--- src/rtl/bypass_pkg.sv ---
package bypass_pkg;

    localparam int RA_W = 5;

    typedef enum logic [1:0] {
        SEL_RF  = 2'b00,
        SEL_MWB = 2'b01,
        SEL_EXM = 2'b10
    } fwd_sel_e;

    typedef struct packed {
        logic [RA_W-1:0] rs;
        logic [RA_W-1:0] rt;
        logic [RA_W-1:0] dst;
        logic            wr;
        logic            ld;
        logic            use_rs;
        logic            use_rt;
    } stage_meta_t;

    // True when a producer stage would supply register src.
    function automatic logic produces(logic [RA_W-1:0] src, stage_meta_t p);
        return p.wr && (p.dst != '0) && (p.dst == src);
    endfunction

    // Newer stage first: EX/MEM beats MEM/WB.
    function automatic fwd_sel_e pick_src(logic [RA_W-1:0] src,
                                          stage_meta_t exm, stage_meta_t mwb);
        if (produces(src, exm)) return SEL_EXM;
        if (produces(src, mwb)) return SEL_MWB;
        return SEL_RF;
    endfunction

endpackage

--- src/rtl/bypass_stage_regs.sv ---
module bypass_stage_regs
    import bypass_pkg::*;
(
    input  logic        clk,
    input  logic        rst,
    input  stage_meta_t dec_meta,
    input  logic        bubble,
    output stage_meta_t idex_q,
    output stage_meta_t exm_q,
    output stage_meta_t mwb_q
);
    always_ff @(posedge clk) begin
        if (rst) begin
            idex_q <= '0;
            exm_q  <= '0;
            mwb_q  <= '0;
        end else begin
            idex_q <= bubble ? stage_meta_t'('0) : dec_meta;
            exm_q  <= idex_q;
            mwb_q  <= exm_q;
        end
    end
endmodule

--- src/rtl/bypass_interlock.sv ---
module bypass_interlock
    import bypass_pkg::*;
(
    input  stage_meta_t dec_meta,
    input  stage_meta_t idex_q,
    output logic        load_use
);
    logic hit_rs, hit_rt;

    always_comb begin
        hit_rs   = dec_meta.use_rs && produces(dec_meta.rs, idex_q);
        hit_rt   = dec_meta.use_rt && produces(dec_meta.rt, idex_q);
        load_use = idex_q.ld && (hit_rs || hit_rt);
    end
endmodule

--- src/rtl/bypass_pick.sv ---
module bypass_pick
    import bypass_pkg::*;
#(
    parameter int DATA_W = 32
) (
    input  logic [RA_W-1:0]   src,
    input  stage_meta_t       exm,
    input  stage_meta_t       mwb,
    input  logic [DATA_W-1:0] rf_data,
    input  logic [DATA_W-1:0] exm_data,
    input  logic [DATA_W-1:0] mwb_data,
    output logic [1:0]        sel,
    output logic [DATA_W-1:0] opnd
);
    fwd_sel_e choice;

    always_comb begin
        choice = pick_src(src, exm, mwb);
        unique case (choice)
            SEL_EXM: opnd = exm_data;
            SEL_MWB: opnd = mwb_data;
            default: opnd = rf_data;
        endcase
    end

    assign sel = choice;
endmodule

--- src/rtl/bypass_ctrl.sv ---
module bypass_ctrl
    import bypass_pkg::*;
#(
    parameter int DATA_W = 32
) (
    input  logic              clk,
    input  logic              rst,
    input  logic [RA_W-1:0]   dec_rs,
    input  logic [RA_W-1:0]   dec_rt,
    input  logic [RA_W-1:0]   dec_dst,
    input  logic              dec_wr,
    input  logic              dec_load,
    input  logic              dec_use_rs,
    input  logic              dec_use_rt,
    input  logic [DATA_W-1:0] rf_rs_data,
    input  logic [DATA_W-1:0] rf_rt_data,
    input  logic [DATA_W-1:0] exm_alu,
    input  logic [DATA_W-1:0] mwb_data,
    output logic [1:0]        sel_rs,
    output logic [1:0]        sel_rt,
    output logic [DATA_W-1:0] opnd_rs,
    output logic [DATA_W-1:0] opnd_rt,
    output logic              hold_front,
    output logic              insert_nop
);
    localparam int N_OPND = 2;

    stage_meta_t dec_meta, idex_q, exm_q, mwb_q;
    logic        load_use;

    logic [RA_W-1:0]   src_arr  [N_OPND];
    logic [DATA_W-1:0] rf_arr   [N_OPND];
    logic [DATA_W-1:0] opnd_arr [N_OPND];
    logic [1:0]        sel_arr  [N_OPND];

    always_comb begin
        dec_meta.rs     = dec_rs;
        dec_meta.rt     = dec_rt;
        dec_meta.dst    = dec_dst;
        dec_meta.wr     = dec_wr;
        dec_meta.ld     = dec_load;
        dec_meta.use_rs = dec_use_rs;
        dec_meta.use_rt = dec_use_rt;
    end

    bypass_stage_regs u_regs (
        .clk      (clk),
        .rst      (rst),
        .dec_meta (dec_meta),
        .bubble   (load_use),
        .idex_q   (idex_q),
        .exm_q    (exm_q),
        .mwb_q    (mwb_q)
    );

    bypass_interlock u_lock (
        .dec_meta (dec_meta),
        .idex_q   (idex_q),
        .load_use (load_use)
    );

    assign src_arr[0] = idex_q.rs;
    assign src_arr[1] = idex_q.rt;
    assign rf_arr[0]  = rf_rs_data;
    assign rf_arr[1]  = rf_rt_data;

    for (genvar k = 0; k < N_OPND; k++) begin : g_opnd
        bypass_pick #(.DATA_W(DATA_W)) u_pick (
            .src      (src_arr[k]),
            .exm      (exm_q),
            .mwb      (mwb_q),
            .rf_data  (rf_arr[k]),
            .exm_data (exm_alu),
            .mwb_data (mwb_data),
            .sel      (sel_arr[k]),
            .opnd     (opnd_arr[k])
        );
    end

    assign sel_rs     = sel_arr[0];
    assign sel_rt     = sel_arr[1];
    assign opnd_rs    = opnd_arr[0];
    assign opnd_rt    = opnd_arr[1];
    assign hold_front = load_use;
    assign insert_nop = load_use;
endmodule

--- config.mk ---
export PLATFORM = sky130hd
export DESIGN_NAME = bypass_ctrl
export DESIGN_NICKNAME = d
export VERILOG_FILES = /design/src/rtl/bypass_pkg.sv /design/src/rtl/bypass_stage_regs.sv /design/src/rtl/bypass_interlock.sv /design/src/rtl/bypass_pick.sv /design/src/rtl/bypass_ctrl.sv
export SDC_FILE = /design/constraint.sdc
export NUM_CORES = 1
export LEC_CHECK = 0
export BUFFER_PORTS_ARGS = -buffer_cell sky130_fd_sc_hd__buf_2
export CAP_MARGIN = 20
export CORE_MARGIN = 2
export CORE_UTILIZATION = 35
export CTS_CLUSTER_SIZE = 14
export DETAILED_ROUTE_END_ITERATION = 8
export PLACE_DENSITY_LB_ADDON = 0.1
export SLEW_MARGIN = 20
export SYNTH_ARGS = -nofsm -noshare
export SYNTH_HDL_FRONTEND = slang
export SYNTH_SLANG_ARGS = --single-unit
--- constraint.sdc ---
create_clock -name clk -period 2.4 [get_ports clk]
set_clock_uncertainty 0.1 [all_clocks]
set_input_delay 0.36 -clock clk [delete_from_list [all_inputs] [get_ports clk]]
set_output_delay 0.36 -clock clk [all_outputs]
set_load 0.03 [all_outputs]
# Word level (Yosys, flattened, before mapping)
# Index checks and enable logic that the tools add are counted.
[totals]
ff_bits = 29
input_bits = 149
word_cells = 52
[classes]
n_eq_ne = 10
mux = 16
n_reduce_logical = 17
[op_table]
columns = ["op", "n"]
rows = [
  ["32-bit one-hot mux with 2 select lines", 2],
  ["5-bit equality test", 6],
  ["2-bit two-way mux", 8],
  ["5-bit nonzero test", 3],
  ["1-bit logical AND", 12],
  ["1-bit two-way mux", 6],
  ["2-bit by 1-bit equality test with 1-bit output, second input constant", 2],
  ["2-bit equality test, second input constant", 2],
  ["2-bit OR reduction", 1],
  ["1-bit logical OR", 1],
]

# Longest topological paths before layout
# Gate-level depths: netlist (run 1).
[logic_depth]
word_depth = 9
mapped_depth = 6
ltp_nobuf = 5

# By module
# From an unflattened synthesis (run 1), not the netlist that was laid out.
[hier_totals]
hier_cells = 510
hier_area_um2 = 4819.6
[modules_own_cells]
columns = ["mod", "instances", "cells_each", "area_each_um2", "seq_area_each_um2"]
rows = [
  ["bypass_pick", 2, 185, 1491.4, 0.0],
  ["bypass_stage_regs", 1, 122, 1694.1, 1141.1],
  ["bypass_interlock", 1, 17, 135.1, 0.0],
  ["bypass_ctrl", 1, 1, 7.5, 0.0],
]

# Worst setup path after synthesis (run 1)
# Ideal clock, no wire load.
[synth_path]
path_type = "register to output"
from = "register, netlist name u_regs.exm_q[5]"
to = "output sel_rt[0]"
arrival_ps = 2117
t_required_ps = 1940
path_slack_ps = -177
stages_incl_launch_ff = 7
path_buffers = 1
cell_sequence = "dfxtp_1 -> or4_4 -> o211ai_2 -> or2_1 -> buf_2 -> inv_2 -> nor4_2"
[synth_via]
elab_chain_len = 5
word_cells_on_any_way = 6
cone_classes = "eq/ne (1); mux (2); reduce/logical (3)"
[synth_rtl]
columns = ["element", "line_no", "text"]
rows = [
  ["5-bit nonzero test", "bypass_pkg.sv:23", "return p.wr && (p.dst != '0) && (p.dst == src);"],
  ["1-bit logical AND", "bypass_pkg.sv:23", ""],
  ["1-bit logical AND *", "bypass_pkg.sv:23", ""],
  ["1-bit two-way mux *", "bypass_pkg.sv:29", "if (produces(src, exm)) return SEL_EXM;"],
  ["2-bit two-way mux *", "bypass_pkg.sv:30", "if (produces(src, mwb)) return SEL_MWB;"],
  ["end: declaration", "bypass_ctrl.sv:20", "output logic [1:0] sel_rt,"],
]
# Every way passes the cells marked *; elsewhere a longest branch is shown, timed or not.

# Worst setup path after layout (run 1)
[layout_path]
from = "register, netlist name u_regs.mwb_q[6]"
to = "output opnd_rt[2]"
[layout_via]
elab_chain_len = 9
word_cells_on_any_way = 12
cone_classes = "eq/ne (3); mux (6); reduce/logical (3)"
[layout_rtl]
columns = ["element", "line_no", "text"]
rows = [
  ["5-bit nonzero test", "bypass_pkg.sv:23", ""],
  ["1-bit logical AND", "bypass_pkg.sv:23", ""],
  ["1-bit logical AND *", "bypass_pkg.sv:23", ""],
  ["1-bit two-way mux (2 in series)", "bypass_pkg.sv:30", ""],
  ["2-bit two-way mux *", "bypass_pkg.sv:31", "return SEL_RF;"],
  ["2-bit two-way mux *", "bypass_pkg.sv:30", ""],
  ["2-bit by 1-bit equality test with 1-bit output or 2-bit equality test (tied branches)", "bypass_pick.sv:19", "unique case (choice)"],
  ["32-bit one-hot mux with 2 select lines *", "bypass_pick.sv:19", ""],
  ["end: declaration", "bypass_ctrl.sv:22", "output logic [DATA_W-1:0] opnd_rt,"],
]
# Every way passes the cells marked *; elsewhere a longest branch is shown, timed or not. The select of a mux whose other input is x is not followed.

==> flow_summary.toml, run 1 <==
[critical_path]
crit_path_start_kind = "register"
reg2reg_slack_ps = 760
endpoint_kind = "output port"
cp_data_arrival_time_ps = 2230
required_ps = 1940
critical_path_class = "register to output port"
path_max_fanout = 8

[clocking]
h-tree-depth = 2
clock_sinks = 29
tritoncts = "done"
cts_root_buf = "clkbuf_8"
clockBufferDepth = 2
clk_pin_slew_ps = 70
clock_latency_ps = 280
cts_buffers = 5
cts_hold_buf = 0

[logic_synthesis]
synth_area_mm2 = 0.00321
synthMuxAreaShare = 0
yosysUniqueCellTypes = 31
synth_seq_cells = 29
synth_top_family_by_area = "simple AND/OR/NAND/NOR gates"
synth_fp_nets = 609
yosys.area_share.simple = 0.326
syn_inst = 460
synth_fa_ha_area_frac = 0
synth.avg_cell_area_um2 = 6.98
ys_warn_count = 0
ys_seq_area_frac = 0.181
synth_compound_area_frac = 0.317
synthXorXnorAreaFrac = 0.0818

[timing]
finalSetupViolCount = 66
fin_crit_sh = 1.12
drv_slew = 0
hold_ws_ps = 202
fin_setup_tns_ps = -15130
setup_ws_ps = -289
worst_slew_pin_slew_ps = 715
grt_setup_unrepaired = "yes"
final.min_clock_period_ps = 2690
max_freq_mhz = 372
relSlewSlack = 0.523
finalHoldViolCount = 0

[floorplan]
std_cell_rows = 34
coreArea_mm2 = 0.00881
die-area_mm2 = 0.00996
die_y_um = 99.8
initial_core_util = 0.365
die_w_um = 99.8
io_pins = 219

[place]
place_congestion = 0.936
port-buffer-count = 218
pre_cts_ws_ps = 37.8
place_hpwl_um = 10900
place_area_mm2 = 0.00479

[job]
drv_cap = 0

[finish]
syn_to_final_growth_pct = 98.1
fillers = 640
mostFrequentLayoutCell = "buf_2"
layout_common_cells = "151 x buf_2, 68 x nand4_1, 64 x nor3_1, 58 x buf_6, 51 x buf_4"
final_layout_size_suffix_gt1_frac = 0.588
final_nets = 826
final_area_mm2 = 0.00636

[global_route]
antenna_found_initial = 1
grt_max_degree = 65
overflow = 0
grt_pass1_wl_um = 24700
grt_pass1_vias = 4870
grt_util_all_layers = 0.307

[drt]
wl_per_cell_um = 22.7
viasPerCell = 6.65
num_vias = 5231
wirelength_um = 17900
ant_nets = 0
dr.pass1.iters = 5
drc = 0
drtIter0Drc = 517

[power_and_ir_drop]
power_mw = 2.10
peakVddDrop_mv = 0.382
power_density_mw_per_mm2 = 331
p_leak_nw = 2.33

[hold_path]
min_path_type = "input pin to register"

[run_status]
violations = "negative setup slack"
status = "finished with violations"
==> cell usage after synthesis <==
| master | n | area [um^2] |
|---|---|---|
| nand4_1 | 68 | 425 |
| nor3_1 | 65 | 325 |
| a31oi_1 | 64 | 400 |
| o31ai_1 | 64 | 480 |
| clkbuf_1 | 49 | 184 |
| dfxtp_1 | 29 | 581 |
| xnor2_1 | 25 | 219 |
| a21oi_1 | 17 | 85.1 |
| nand2b_1 | 17 | 106 |
| buf_2 | 14 | 70.1 |
| nor2b_1 | 12 | 75.1 |
| buf_4 | 5 | 37.5 |
| xor2_1 | 5 | 43.8 |
| nand2_1 | 3 | 11.3 |
| and2_1 | 2 | 12.5 |
| inv_2 | 2 | 7.51 |
| nor4_2 | 2 | 25.0 |
| o211ai_2 | 2 | 25.0 |
| or2_1 | 2 | 12.5 |
| or3_1 | 2 | 12.5 |
| and3_1 | 1 | 6.26 |
| buf_1 | 1 | 3.75 |
| nand3_1 | 1 | 5.00 |
| nor2_1 | 1 | 3.75 |
| o21a_1 | 1 | 7.51 |
| o21ai_1 | 1 | 5.00 |
| o22ai_1 | 1 | 6.26 |
| o311a_1 | 1 | 10.0 |
| or2_2 | 1 | 6.26 |
| or4_1 | 1 | 7.51 |
| or4_4 | 1 | 11.3 |
==> routing by layer <==
layer | up-vias | share of wire | global-route usage
li1 | 2276 | - | -
met1 | 2409 | 0.36 | 0.380
met2 | 422 | 0.47 | 0.516
met3 | 124 | 0.10 | 0.0369
met4 | 0 | 0.065 | 0.175
met5 | - | 0 | 0
==> worst paths after layout <==
path | startpoint | endpoint | cells after the start
max | u_regs.mwb_q[6]$_SDFF_PP0_ | opnd_rt[2] | 7
min | dec_load | u_regs.idex_q[2]$_SDFF_PP0_ | 3
max reg2reg | u_regs.idex_q[4]$_SDFF_PP0_ | u_regs.idex_q[14]$_SDFF_PP0_ | 4
min reg2reg | u_regs.idex_q[3]$_SDFF_PP0_ | u_regs.exm_q[3]$_SDFF_PP0_ | 1
==> per-stage QoR <==
stage,instances,utilization
4_1_cts,777,0.636
5_1_grt,787,0.722
3_5_place_dp,754,0.544
2_1_floorplan,460,-
6_report,787,0.722
3_3_place_gp,754,0.544
==> critical path: stages, from the launching register on <==
cell and delay [ps]:
dfxtp_2 340, or4_4 560, o21ai_4 190, buf_6 170, clkbuf_16 200, o31ai_4 70
a31oi_2 250, buf_6 160
==> timing repair <==
item	in CTS	in global routing
setup buffers	11	7
pin swaps	31	65
resized for setup	156	90
endpoints found under the setup margin	66	67
cloned	4	5
==> flip-flops by register name (all words and copies together), names as in the netlist <==
| signal | cells |
|---|---|
| u_regs.mwb_q | 6 |
| u_regs.idex_q | 17 |
| u_regs.exm_q | 6 |
==> where the power goes <==
part | switching [mW] | total [mW] | internal [mW]
clock | 0.190 | 0.390 | 0.199
sequential | 0.0236 | 0.528 | 0.505
combinational | 0.729 | 1.19 | 0.456
total | 0.943 | 2.10 | 1.16
==> area by class of cell <==
class	instances	area (um^2)	area share
Multi-Input combinational cell	360	3330	0.523
Timing Repair Buffer	279	2210	0.348
Sequential cell	29	587	0.0923
Tap cell	108	135	0.0212
Clock buffer	5	68.8	0.0108
Clock inverter	3	17.5	0.00275
Inverter	2	10.0	0.00157
Antenna cell	1	2.50	0.000393
==> cell families (layout without fill, tap and decap cells) <==
kind of cell              Yosys count  in the layout
xor gates and xnor gates           30             30
DFF                                29             29
and+or+nand+nor                   179            179
AOI/OAI and AO/OA                 151            151
other                               0              1
buffers and inverters              71            289
(Power assumes the default switching activity.)
==> run 2: changes to the inputs <==
--- a/config.mk
+++ b/config.mk
@@ -6,12 +6,13 @@
 export NUM_CORES = 1
 export LEC_CHECK = 0
 export BUFFER_PORTS_ARGS = -buffer_cell sky130_fd_sc_hd__buf_2
-export CAP_MARGIN = 20
+export CAP_MARGIN = 0
 export CORE_MARGIN = 2
 export CORE_UTILIZATION = 35
 export CTS_CLUSTER_SIZE = 14
 export DETAILED_ROUTE_END_ITERATION = 8
 export PLACE_DENSITY_LB_ADDON = 0.1
+export SKIP_CTS_REPAIR_TIMING = 1
 export SLEW_MARGIN = 20
 export SYNTH_ARGS = -nofsm -noshare
 export SYNTH_HDL_FRONTEND = slang
==> run 2 against run 1 <==
Compared with the run above:
- the flow still finishes with violations (negative setup slack)
- count of clock-buffer cells in the layout did not move
- sequential power barely moved
- combinational power fell by 7%
- core utilization fell by 4.7 points
- die area did not move
- clock power barely moved
- critical endpoint is now opnd_rs[28]
- largest power group unchanged
- highest routed layer unchanged
==> flow_summary.toml, run 2 (synthesis gave the netlist of run 1 again) <==
[run_status]
status = "finished with violations"
violations = "negative setup slack"

[floorplan]
die-area_mm2 = 0.00996
coreArea_mm2 = 0.00881
io_pins = 219
die_y_um = 99.8
die_w_um = 99.8
std_cell_rows = 34
initial_core_util = 0.365

[finish]
final_layout_size_suffix_gt1_frac = 0.561
mostFrequentLayoutCell = "buf_2"
largest_reg_flops = 17
final_cells = 779
final_nets = 817
layout_common_cells = "156 x buf_2, 68 x nand4_1, 64 x nor3_1, 52 x buf_6, 43 x buf_4"
syn_to_final_growth_pct = 85.3
final_area_mm2 = 0.00595
reg_top3 = "u_regs.idex_q: 17 flops, u_regs.exm_q: 6 flops, u_regs.mwb_q: 6 flops"
top_register = "u_regs.idex_q"

[power_and_ir_drop]
switchingPower_mw = 0.881
internal_power_mw = 1.14
p_leak_nw = 2.22
p_seq_frac = 0.261
peakVddDrop_mv = 0.367
p_clk_frac = 0.193
p_comb_frac = 0.547
p_sw_frac = 0.435
power_density_mw_per_mm2 = 340

[timing]
setup_ws_ps = -286
worst_slew_pin_slew_ps = 510
finalHoldViolCount = 0
final.min_clock_period_ps = 2690
grt_setup_unrepaired = "yes"
drv_slew = 0
hold_ws_ps = 202
max_freq_mhz = 372
finalSetupViolCount = 66
fin_crit_sh = 1.12
relSlewSlack = 0.660

[global_route]
grt_pass1_wl_um = 22800
overflow = 0
grt_util_all_layers = 0.282
grt_pass1_vias = 4604
grt_max_degree = 65
antenna_found_initial = 2

[critical_path]
worstReg2RegEnd = "u_regs.idex_q[14]$_SDFF_PP0_"
crit_path_start_kind = "register"
cp_data_arrival_time_ps = 2230
required_ps = 1940
r2r_cells = 4
critical_path_class = "register to output port"
endpoint_kind = "output port"
path_max_fanout = 8
reg2reg_slack_ps = 770
reg2reg_from = "u_regs.idex_q[4]$_SDFF_PP0_"

[clocking]
clock_sinks = 29
clk_pin_slew_ps = 70
cts_root_buf = "clkbuf_8"
h-tree-depth = 2
cts_buffers = 5
tritoncts = "done"
clockBufferDepth = 2
clock_latency_ps = 280

[drt]
drtIter0Drc = 645
ant_nets = 0
drc = 0
dr.pass1.iters = 6
num_vias = 5034
wl_per_cell_um = 21.3
viasPerCell = 6.46
wirelength_um = 16600

[hold_path]
min_path_type = "input pin to register"
holdPathEnd = "u_regs.idex_q[2]$_SDFF_PP0_"
holdPathStages = 3
hp-start = "dec_load"

[place]
place_hpwl_um = 10900
placed_cells = 754
port-buffer-count = 218
place_congestion = 0.936
place_area_mm2 = 0.00479

[job]
drv_cap = 0
## run 2: cell types whose count changed in the layout (fill, tap and decap cells not counted), sizes merged
cell    previous run  this run
diode              1         2
buf              274       262
clkbuf            10        13
## run 2: per-stage QoR
stage                     power, mW  worst slack, ps  TNS, ps  utilization
after floorplan                1.05            -5.91    -48.7            -
after detailed placement       1.43             37.8        0        0.544
after global routing           2.12             -341   -17950        0.676
after global placement         1.43             45.6        0        0.544
final                          2.03             -286   -14490        0.676
after CTS                      1.83             -280   -15660        0.554
## run 2: routing by layer
metal	part of all wire	track usage
met5	0	0
met4	0.049	0.157
met3	0.092	0.0404
met2	0.49	0.475
met1	0.37	0.346
## run 2: cell type report
cell class | instances | area (um^2)
inverter | 2 | 12.5
timing repair buffer | 270 | 2090
antenna | 2 | 5.00
multi-input combinational | 360 | 3040
sequential | 29 | 587
clock inverter | 3 | 17.5
fill | 709 | 2860
clock buffer | 5 | 68.8
tap | 108 | 135
## run 2: worst max-delay path by stage
stage	start	end	slack [ps]	depth (start not counted)
final	u_regs.mwb_q[5]$_SDFF_PP0_	opnd_rs[28]	-290	7
after CTS	u_regs.exm_q[6]$_SDFF_PP0_	opnd_rt[25]	-280	6
after detailed placement	u_regs.mwb_q[5]$_SDFF_PP0_	opnd_rs[26]	40	7
after floorplan	u_regs.mwb_q[5]$_SDFF_PP0_	opnd_rt[17]	-6	5
after global placement	u_regs.mwb_q[5]$_SDFF_PP0_	opnd_rs[2]	50	7
after global routing	u_regs.mwb_q[5]$_SDFF_PP0_	opnd_rs[28]	-340	7
## run 2: worst max-delay path, cell delays in order (launching register included)
cell       delay, ps
dfxtp_2          330
or4_4            560
o21ai_4          230
buf_12           170
clkbuf_16        180
o31ai_1          100
a31oi_2          210
buf_6            170
## run 2: power groups by stage
stage	Sequential, mW	Clock [mW]	Combinational, mW
2_1_floorplan	0.532	0	0.521
3_3_place_gp	0.537	0	0.891
3_5_place_dp	0.538	0	0.894
4_1_cts	0.527	0.403	0.896
5_1_grt	0.530	0.424	1.16
6_report	0.528	0.391	1.11
==> run 3: changes to the inputs <==
--- a/config.mk
+++ b/config.mk
@@ -5,7 +5,7 @@
 export SDC_FILE = /design/constraint.sdc
 export NUM_CORES = 1
 export LEC_CHECK = 0
-export BUFFER_PORTS_ARGS = -buffer_cell sky130_fd_sc_hd__buf_2
+export BUFFER_PORTS_ARGS = -buffer_cell sky130_fd_sc_hd__buf_4
 export CAP_MARGIN = 0
 export CORE_MARGIN = 2
 export CORE_UTILIZATION = 35
==> run 3 against run 2 <==
Compared with the run above:
- the run still ends with negative setup slack left
- critical path type unchanged
- register-to-register slack got worse by 30 ps
- sequential cell count unchanged
- critical endpoint is now sel_rt[0]
- first-iteration DRC count fell by 21%
- die area stayed put
- combinational power barely moved
- critical path depth decreased by 1
- global-route usage is 0.54 points lower
- via count shrank 3.4%
- routed wire length is 3.6% lower
- setup slack better by 69 ps
- sequential share of layout area shrank 0.084 points
- design area grew 0.86%
==> flow_summary.toml, run 3 (synthesis gave the netlist of run 1 again) <==
[run_status]
status = "finished with violations"
violations = "negative setup slack"

[drt]
num_vias = 4864
dr.pass1.iters = 8
ant_nets = 0
viasPerCell = 6.35
drtIter0Drc = 512
wirelength_um = 16000
wl_per_cell_um = 20.9
drc = 0

[place]
place_hpwl_um = 11100
port-buffer-count = 218
place_congestion = 0.917
placed_cells = 748

[floorplan]
coreArea_mm2 = 0.00881
die-area_mm2 = 0.00996
die_y_um = 99.8
std_cell_rows = 34
io_pins = 219
die_w_um = 99.8
initial_core_util = 0.365

[critical_path]
slowest_stage = "or4_4"
crit_chain = "or4_4, o211ai_4, or2_4, inv_4, nor4_4, buf_6"
reg2reg_slack_ps = 740
slowest_delay_ps = 570
endpoint_kind = "output port"
reg2reg_from = "u_regs.idex_q[4]$_SDFF_PP0_"
path_max_fanout = 6
critPathTopFamily = "simple AND/OR/NAND/NOR gates"
r2r_cells = 4
worstReg2RegEnd = "u_regs.idex_q[14]$_SDFF_PP0_"
crit_path_start_kind = "register"
critical_path_class = "register to output port"
required_ps = 1940
cp_data_arrival_time_ps = 2160
path_buf_inv = 2

[job]
drv_cap = 0

[finish]
top_register = "u_regs.idex_q"
n_antenna_cell = 0
reg_top3 = "u_regs.idex_q: 17 flops, u_regs.exm_q: 6 flops, u_regs.mwb_q: 6 flops"
mostFrequentLayoutCell = "buf_4"
final_nets = 807
syn_to_final_growth_pct = 86.9
largest_reg_flops = 17
final_layout_size_suffix_gt1_frac = 0.521
layout_common_cells = "196 x buf_4, 68 x nand4_1, 62 x nor3_1, 50 x o31ai_1, 45 x buf_6"
final_cells = 766

[timing]
finalHoldViolCount = 0
worst_slew_pin_slew_ps = 449
max_freq_mhz = 382
grt_setup_unrepaired = "yes"
fin_crit_sh = 1.09
relSlewSlack = 0.701
final.min_clock_period_ps = 2620
finalSetupViolCount = 66
drv_slew = 0
setup_ws_ps = -217

[power_and_ir_drop]
peakVddDrop_mv = 0.403
p_leak_nw = 2.26
power_mw = 2.03
power_density_mw_per_mm2 = 338

[clocking]
clk_pin_slew_ps = 60
clock_latency_ps = 270
clockBufferDepth = 2
tritoncts = "done"
cts_buffers = 5
clock_sinks = 29
cts_root_buf = "clkbuf_8"
h-tree-depth = 2

[hold_path]
holdPathStages = 3
min_path_type = "input pin to register"
hp-start = "dec_dst[3]"
holdPathEnd = "u_regs.idex_q[7]$_SDFF_PP0_"

[global_route]
grt_pass1_wl_um = 22200
antenna_found_initial = 0
grt_util_all_layers = 0.277
grt_pass1_vias = 4338
overflow = 0
grt_max_degree = 63
-- run 3: changes by cell type in the layout (fill, tap and decap cells not counted), sizes merged --
cell and delta:
diode -2, buf -8, clkinv -2, clkinvlp -1
-- run 3: worst register-to-register path: cells and delay by family, from the launching register on --
| kind | cells | cell delay, ps |
|---|---|---|
| buffers and inverters | 1 | 200 |
| and+or+nand+nor | 1 | 400 |
| DFF | 1 | 360 |
| AOI/OAI and AO/OA | 2 | 520 |
-- run 3: layout make-up --
class | instances | area [um^2]
Clock buffer | 7 | 86.3
Inverter | 2 | 12.5
Fill cell | 744 | 2800
Timing Repair Buffer | 260 | 2390
Sequential cell | 29 | 587
Tap cell | 108 | 135
Multi-Input combinational cell | 360 | 2790
-- run 3: worst max-delay path by stage --
stage / start / endpoint / slack [ps] / depth (start not counted)
4_1_cts: u_regs.exm_q[5]$_SDFF_PP0_ / opnd_rt[25] / -270 / 6
6_report: u_regs.exm_q[5]$_SDFF_PP0_ / sel_rt[0] / -220 / 6
5_1_grt: u_regs.exm_q[5]$_SDFF_PP0_ / opnd_rt[14] / -270 / 6
3_5_place_dp: u_regs.exm_q[5]$_SDFF_PP0_ / opnd_rt[25] / 30 / 6
2_1_floorplan: u_regs.mwb_q[5]$_SDFF_PP0_ / opnd_rt[17] / -6 / 5
3_3_place_gp: u_regs.exm_q[5]$_SDFF_PP0_ / opnd_rt[25] / 50 / 6
-- run 3: layer usage --
metal / track usage / wire length, um
met1: 0.327 / 5760
met2: 0.485 / 7890
met3: 0.0397 / 1520
met4: 0.143 / 865
met5: 0 / 0
-- run 3: metrics by stage --
stage / hold WS, ps / setup TNS [ps] / area [um^2] / setup slack, ps / util
6_report: 224 / -10990 / 6000 / -217 / 0.682
5_1_grt: 222 / -15100 / 6000 / -271 / 0.682
4_1_cts: 216 / -13600 / 5440 / -270 / 0.618
3_5_place_dp: 368 / 0 / 5360 / 31.9 / 0.608
3_3_place_gp: 353 / 0 / 5360 / 49.4 / 0.608
2_1_floorplan: 338 / -48.7 / 3480 / -5.91 / -
-- run 3: power breakdown --
| part | switching (mW) | internal (mW) |
|---|---|---|
| clock network | 0.162 | 0.227 |
| registers | 0.0231 | 0.504 |
| logic | 0.623 | 0.487 |
| total | 0.808 | 1.22 |
